===== config.mk =====
export PLATFORM = sky130hd
export DESIGN_NAME = irq_expander
export DESIGN_NICKNAME = d
export VERILOG_FILES = /design/src/rtl/irqx_pkg.sv /design/src/rtl/irqx_status.sv /design/src/rtl/irqx_mask.sv /design/src/rtl/irqx_regbus.sv /design/src/rtl/irqx_aggr.sv /design/src/rtl/irq_expander.sv
export SDC_FILE = /design/constraint.sdc
export NUM_CORES = 1
export LEC_CHECK = 0
export BUFFER_PORTS_ARGS = -buffer_cell sky130_fd_sc_hd__buf_4
export CORE_MARGIN = 5
export CORE_UTILIZATION = 53
export DETAILED_ROUTE_END_ITERATION = 12
export HOLD_SLACK_MARGIN = 0.06
export PLACE_DENSITY = 0.79
export SYNTH_ARGS = -nofsm -noshare
export SYNTH_HDL_FRONTEND = slang
export SYNTH_SLANG_ARGS = --single-unit
export TNS_END_PERCENT = 5

===== constraint.sdc =====
create_clock -name clk_i -period 1.3 [get_ports clk_i]
set_input_delay 0.195 -clock clk_i [delete_from_list [all_inputs] [get_ports clk_i]]
set_output_delay 0.195 -clock clk_i [all_outputs]
set_load 0.005 [all_outputs]

===== src/rtl/irqx_pkg.sv =====
package irqx_pkg;
  localparam int unsigned LINES_DEF = 16;
  localparam int unsigned ADDR_W_DEF = 8;

  localparam logic [ADDR_W_DEF-1:0] OFS_STATUS = 8'h16;
  localparam logic [ADDR_W_DEF-1:0] OFS_LIVE   = 8'h18;
  localparam logic [ADDR_W_DEF-1:0] OFS_EN_SET = 8'h1A;
  localparam logic [ADDR_W_DEF-1:0] OFS_EN_CLR = 8'h1C;

  typedef enum logic [2:0] {
    SEL_NONE,
    SEL_STATUS,
    SEL_LIVE,
    SEL_EN_SET,
    SEL_EN_CLR
  } reg_sel_e;
endpackage


===== src/rtl/irqx_status.sv =====
module irqx_status #(
  parameter int unsigned N = 16
) (
  input  logic         clk_i,
  input  logic         rst_ni,
  input  logic [N-1:0] src_i,
  input  logic         ack_en_i,
  input  logic [N-1:0] ack_bits_i,
  output logic [N-1:0] status_o
);
  logic [N-1:0] status_q;

  for (genvar i = 0; i < N; i++) begin : g_line
    // a new event outranks a same-cycle acknowledge
    always_ff @(posedge clk_i or negedge rst_ni) begin
      if (!rst_ni) status_q[i] <= 1'b0;
      else if (src_i[i]) status_q[i] <= 1'b1;
      else if (ack_en_i && ack_bits_i[i]) status_q[i] <= 1'b0;
    end
  end

  assign status_o = status_q;

  a_r2_event_latched: assert property (@(posedge clk_i) disable iff (!rst_ni)
    1'b1 |=> ((status_q & $past(src_i)) == $past(src_i)));

  a_r3_ack_clears: assert property (@(posedge clk_i) disable iff (!rst_ni)
    ack_en_i |=> ((status_q & $past(ack_bits_i & ~src_i)) == '0));

  a_r3_zero_bits_kept: assert property (@(posedge clk_i) disable iff (!rst_ni)
    1'b1 |=> ((status_q & $past(status_q & ~(ack_bits_i & {N{ack_en_i}}))) ==
              $past(status_q & ~(ack_bits_i & {N{ack_en_i}}))));
endmodule


===== src/rtl/irqx_mask.sv =====
module irqx_mask #(
  parameter int unsigned N = 16
) (
  input  logic         clk_i,
  input  logic         rst_ni,
  input  logic         set_en_i,
  input  logic         clr_en_i,
  input  logic [N-1:0] bits_i,
  output logic [N-1:0] mask_o
);
  logic [N-1:0] mask_q;

  always_ff @(posedge clk_i or negedge rst_ni) begin
    if (!rst_ni) mask_q <= '0;
    else if (set_en_i) mask_q <= mask_q | bits_i;
    else if (clr_en_i) mask_q <= mask_q & ~bits_i;
  end

  assign mask_o = mask_q;

  a_r6_set_bits: assert property (@(posedge clk_i) disable iff (!rst_ni)
    set_en_i |=> ((mask_q & $past(bits_i | mask_q)) == $past(bits_i | mask_q)));

  a_r7_clr_bits: assert property (@(posedge clk_i) disable iff (!rst_ni)
    (clr_en_i && !set_en_i) |=> (mask_q == ($past(mask_q) & ~$past(bits_i))));

  a_r9_idle_stable: assert property (@(posedge clk_i) disable iff (!rst_ni)
    (!set_en_i && !clr_en_i) |=> $stable(mask_q));
endmodule


===== src/rtl/irqx_regbus.sv =====
module irqx_regbus
  import irqx_pkg::*;
#(
  parameter int unsigned N      = 16,
  parameter int unsigned ADDR_W = 8
) (
  input  logic              clk_i,
  input  logic              rst_ni,
  input  logic              cs_i,
  input  logic              we_i,
  input  logic [ADDR_W-1:0] addr_i,
  input  logic [N-1:0]      wdata_i,
  input  logic [N-1:0]      status_i,
  input  logic [N-1:0]      live_i,
  input  logic [N-1:0]      mask_i,
  output logic              ack_en_o,
  output logic              en_set_o,
  output logic              en_clr_o,
  output logic [N-1:0]      rdata_o
);
  reg_sel_e     sel;
  logic [N-1:0] rd_mux;
  logic [N-1:0] rdata_q;

  always_comb begin
    sel = SEL_NONE;
    if (addr_i == ADDR_W'(OFS_STATUS))      sel = SEL_STATUS;
    else if (addr_i == ADDR_W'(OFS_LIVE))   sel = SEL_LIVE;
    else if (addr_i == ADDR_W'(OFS_EN_SET)) sel = SEL_EN_SET;
    else if (addr_i == ADDR_W'(OFS_EN_CLR)) sel = SEL_EN_CLR;
  end

  assign ack_en_o = cs_i && we_i && (sel == SEL_STATUS);
  assign en_set_o = cs_i && we_i && (sel == SEL_EN_SET);
  assign en_clr_o = cs_i && we_i && (sel == SEL_EN_CLR);

  always_comb begin
    unique case (sel)
      SEL_STATUS:            rd_mux = status_i;
      SEL_LIVE:              rd_mux = live_i;
      SEL_EN_SET, SEL_EN_CLR: rd_mux = mask_i;
      default:               rd_mux = '0;
    endcase
  end

  always_ff @(posedge clk_i or negedge rst_ni) begin
    if (!rst_ni) rdata_q <= '0;
    else if (cs_i && !we_i) rdata_q <= rd_mux;
    else rdata_q <= '0;
  end

  assign rdata_o = rdata_q;

  a_r9_idle_zero: assert property (@(posedge clk_i) disable iff (!rst_ni)
    !(cs_i && !we_i) |=> (rdata_q == '0));

  a_r9_unmapped_zero: assert property (@(posedge clk_i) disable iff (!rst_ni)
    (cs_i && !we_i && (addr_i != ADDR_W'(OFS_STATUS)) && (addr_i != ADDR_W'(OFS_LIVE)) &&
     (addr_i != ADDR_W'(OFS_EN_SET)) && (addr_i != ADDR_W'(OFS_EN_CLR)))
    |=> (rdata_q == '0));

  a_r5_live_read: assert property (@(posedge clk_i) disable iff (!rst_ni)
    (cs_i && !we_i && (addr_i == ADDR_W'(OFS_LIVE))) |=> (rdata_q == $past(live_i)));

  a_r9_one_strobe: assert property (@(posedge clk_i) disable iff (!rst_ni)
    $onehot0({ack_en_o, en_set_o, en_clr_o}));
endmodule


===== src/rtl/irqx_aggr.sv =====
module irqx_aggr #(
  parameter int unsigned N = 16
) (
  input  logic         clk_i,
  input  logic         rst_ni,
  input  logic [N-1:0] status_i,
  input  logic [N-1:0] mask_i,
  output logic         irq_o
);
  logic irq_q;

  always_ff @(posedge clk_i or negedge rst_ni) begin
    if (!rst_ni) irq_q <= 1'b0;
    else irq_q <= |(status_i & mask_i);
  end

  assign irq_o = irq_q;

  a_r8_level_follows: assert property (@(posedge clk_i) disable iff (!rst_ni)
    1'b1 |=> (irq_q == ($countones($past(status_i & mask_i)) != 0)));

  a_r8_no_mask_no_irq: assert property (@(posedge clk_i) disable iff (!rst_ni)
    (mask_i == '0) |=> !irq_q);
endmodule


===== src/rtl/irq_expander.sv =====
module irq_expander
  import irqx_pkg::*;
#(
  parameter int unsigned NUM_LINES = LINES_DEF,
  parameter int unsigned ADDR_W    = ADDR_W_DEF
) (
  input  logic                 clk_i,
  input  logic                 rst_ni,
  input  logic [NUM_LINES-1:0] irq_src_i,
  input  logic                 cs_i,
  input  logic                 we_i,
  input  logic [ADDR_W-1:0]    addr_i,
  input  logic [NUM_LINES-1:0] wdata_i,
  output logic [NUM_LINES-1:0] rdata_o,
  output logic                 irq_o
);
  logic [NUM_LINES-1:0] status;
  logic [NUM_LINES-1:0] mask;
  logic                 ack_en;
  logic                 en_set;
  logic                 en_clr;

  irqx_regbus #(.N(NUM_LINES), .ADDR_W(ADDR_W)) u_regbus (
    .clk_i    (clk_i),
    .rst_ni   (rst_ni),
    .cs_i     (cs_i),
    .we_i     (we_i),
    .addr_i   (addr_i),
    .wdata_i  (wdata_i),
    .status_i (status),
    .live_i   (irq_src_i),
    .mask_i   (mask),
    .ack_en_o (ack_en),
    .en_set_o (en_set),
    .en_clr_o (en_clr),
    .rdata_o  (rdata_o)
  );

  irqx_status #(.N(NUM_LINES)) u_status (
    .clk_i      (clk_i),
    .rst_ni     (rst_ni),
    .src_i      (irq_src_i),
    .ack_en_i   (ack_en),
    .ack_bits_i (wdata_i),
    .status_o   (status)
  );

  irqx_mask #(.N(NUM_LINES)) u_mask (
    .clk_i    (clk_i),
    .rst_ni   (rst_ni),
    .set_en_i (en_set),
    .clr_en_i (en_clr),
    .bits_i   (wdata_i),
    .mask_o   (mask)
  );

  irqx_aggr #(.N(NUM_LINES)) u_aggr (
    .clk_i    (clk_i),
    .rst_ni   (rst_ni),
    .status_i (status),
    .mask_i   (mask),
    .irq_o    (irq_o)
  );

  a_r1_reset_quiet: assert property (@(posedge clk_i) $rose(rst_ni) |-> !irq_o);
endmodule


==> metrics.log <==
[metrics] number of cells produced by synthesis: 250
[metrics] Final WS setup: 0.03686 ns
[metrics] Detailed Route Iter0 Violations: 234
[metrics] Layout Area Growth over Synthesis: 35.63%
[metrics] share of the cycle needed by the critical path after routing: 97.16%
[metrics] floorplan die width: 79.97 um
[metrics] Initial DRT Pass Iterations: 5
[metrics] routed wirelength normalized by instance count: 19.11 um
[metrics] most used cells in the layout excluding fill and tap cells: buf_4, dfrtp_1, nand4_1
[metrics] total standard cell area after synthesis: roughly 0.0026 mm^2
[metrics] multi-input combinational cell area: 0.001270 mm^2
[metrics] CP Launch Point: u_status.status_o[9]$_DFFE_PN0P_
[metrics] pre-CTS setup slack: -0.1897 ns
[metrics] category of the worst setup path capture point: flop
[metrics] post-synth cell types: 32
[metrics] pin count of the biggest net entering global routing: 35
[metrics] placer congestion estimate: between 0.8 and 0.9
[metrics] endpoint of the lowest-slack register-to-register path: u_aggr.irq_o$_DFF_PN0_
[metrics] total net switching power: between 0.0007 and 0.0008 W
[metrics] Final Util: 74.52%
[metrics] IR Drop Worst-Case VDD: 0.7004 mV
[metrics] path category of the worst min-delay check: input port to flop
[metrics] filler cell count: 339
[metrics] termination of the worst setup path: u_aggr.irq_o$_DFF_PN0_
[metrics] starting density of the core: 54.94%
[metrics] Die Height: 79.97 um
[metrics] post-layout net count: around 380
[metrics] Via density: around 6.4
[metrics] port bufs: 60
[metrics] area of all sequential standard cells: approximately 0.0012 mm^2
[metrics] register-to-register setup slack: 0.04 ns
[metrics] portion of the post-synthesis area used by sequential elements: 47.25%
[metrics] Die ar.: 0.006395 mm^2
[metrics] Net Sw Frac: 27.12%
[metrics] Max FO, Critical Path: 3
[metrics] DRT antenna net count: 0
[metrics] Clk network pwr share: between 30% and 40%
[metrics] TritonCTS clock tree: done
[metrics] Inserted Diodes: 0
[metrics] drt drc: 0
[metrics] worst endpoint required time: 1.47 ns
[metrics] vias after detailed routing: 2601
[metrics] via count of the first global-routing pass: ~2500
[metrics] Avg Cell Area, Syn: 10.38 um^2
[metrics] share of flip-flops with an asynchronous set or reset after synthesis: 100.0%
[metrics] result of the run: completed
[metrics] Max Fclk: 0.7917 GHz
[metrics] WP data arrival: 1.43 ns
[metrics] post-synthesis cell type with the largest combined area: dfrtp_1
[metrics] global-route wire length before repair: 12380 um
[metrics] share of layout cells above drive strength 1: 34.02%
[metrics] number of synthesized flops with an enable pin: 0
[metrics] clock root buffer master: clkbuf_8
[metrics] worst skew pair latency: 0.31 ns
[metrics] number of pins with negative max-slew slack in the final report: 0
[metrics] antenna violations before repair: 0
[metrics] P_int: 0.002136 W
[metrics] register bit count reported by yosys: 49
[metrics] core region area: 0.004723 mm^2
[metrics] most common cell after layout, fill and taps aside: buf_4
[metrics] Post-Syn Nets: 294
[metrics] number of cells on the worst reg-to-reg path: 3
[metrics] Worst slew margin: around 55%
[metrics] CTS H-tree lvls: 2
[metrics] Final Critical Period: 1.263 ns
[metrics] post-CTS clock slew at the launch and capture registers of the worst setup and hold paths: 0.10 ns
[metrics] Clock Tree Buf Depth: 2
[metrics] Max Clock Skew: ~0.0041 ns
[metrics] cells taking the most area after synthesis: dfrtp_1, nand4_1, a211o_1
[metrics] leading register cell type out of synthesis: dfrtp_1
[metrics] P per Cell Area: approximately 830 mW/mm^2
[metrics] hold violation count in the final report: 0
[metrics] relative contribution of sequential cells to total power: between 50% and 60%
[metrics] number of cells in the finished layout apart from fillers: 405
[metrics] final number of setup-violating endpoints: 0
[metrics] overflow left after global routing: 0
[metrics] Sinks on Clock Net: between 40 and 50
[metrics] Crit Path Category: flop to flop
[metrics] unrepaired setup endpoints after global routing: no
[metrics] P_leak: 1.326 nW
[metrics] combinational share of power: 16.2%
[metrics] number of CTS-inserted buffers: 5
[metrics] half-perimeter wire length after detailed placement: 5745 um
[metrics] I/O pins: 61
[metrics] actual transition at the worst max-transition pin: ~0.67 ns
[metrics] PnR Total Power: 0.002931 W
[metrics] Syn. warnings: 0
[metrics] All-Layer GR Usage: 25.12%
[metrics] fraction of post-synthesis cell area in the top cell type by area: roughly 47%
[metrics] total placed cells including tap cells: ~400
[metrics] Setup Buffers After CTS: 0
[metrics] total wirelength of the detailed-routed design: 7741 um
[metrics] number of placement rows: 25
[metrics] Worst R2R Start: u_status.status_o[9]$_DFFE_PN0P_
[metrics] startpoint class of the critical path: flop
[metrics] Maximum Capacitance Violations: 0
-- synth_stat cells, types with 3 or more instances --
library cell / instances
a22o_1: 4
a211o_1: 16
a221oi_1: 4
o211ai_1: 4
nor2b_1: 18
a22oi_1: 12
nor4bb_1: 4
and4b_1: 5
a211oi_1: 16
a21o_1: 16
buf_2: 6
nor4_1: 16
dfrtp_1: 49
clkbuf_1: 13
buf_4: 3
nand2_1: 17
nand3_1: 4
nand4_1: 29
-- cell type report --
cell class	count	area share, %
Timing Repair Buffer	104	24.10
Clock inverter	3	0.6399
Clock buffer	5	1.955
Tap cell	67	2.382
Sequential cell	49	34.84
Multi-Input combinational cell	177	36.08
-- cells by family after synthesis --
group                  after synthesis  synth area share, %
AND/OR/NAND/NOR                    102                25.17
AO/OA/AOI/OAI                       74                22.47
flip-flops                          49                47.25
buffers and inverters               24                4.484
XOR/XNOR                             1               0.6270
-- critical path: stages (launching register included) --
cell	delay [ns]
dfrtp_1	0.42
a22o_1	0.26
a221oi_1	0.31
nand4_1	0.13
-- worst min-delay path by stage --
stage	endpoint	cells after the start	startpoint
floorplan	async pin	0	rst_ni
global placement	u_regbus.rdata_o[7]$_DFF_PN0_	1	rst_ni
detailed placement	u_status.status_o[6]$_DFFE_PN0P_	1	rst_ni
CTS	u_status.status_o[15]$_DFFE_PN0P_	2	irq_src_i[15]
global route	u_status.status_o[12]$_DFFE_PN0P_	2	irq_src_i[12]
finish	u_status.status_o[2]$_DFFE_PN0P_	2	irq_src_i[2]
-- power groups by stage --
stage,logic [W],registers [W],clock network [W]
2_1_floorplan,0.000169,0.00156,0
3_3_place_gp,0.000453,0.00156,0
3_5_place_dp,0.000461,0.00156,0
4_1_cts,0.000467,0.00153,0.000935
5_1_grt,0.000510,0.00153,0.00103
6_report,0.000476,0.00153,0.000928
-- per-stage QoR --
stage | hold WS, ns | instance area, um^2 | setup TNS (ns)
2_1_floorplan | -0.1006 | 2614 | 0
3_3_place_gp | 0.07468 | 3402 | -5.493
3_5_place_dp | 0.07652 | 3402 | -5.542
4_1_cts | 0.06661 | 3503 | 0
5_1_grt | 0.06658 | 3520 | 0
6_report | 0.06971 | 3520 | 0
-- timing repair --
action / CTS / global route
resized for setup: 0 / 1
hold buffers: 1 / 1
setup endpoints to repair: 0 / 1
endpoints found under the hold margin: 49 / 1
-- layer usage --
layer	part of all wire, %	vias up	GRT usage [%]
li1	-	1164	-
met1	41	1281	32.13
met2	48	142	41.39
met3	8.9	14	6.321
met4	1.9	0	8.277
met5	0	-	0
No activity file was read; power rests on OpenSTA's default activity.
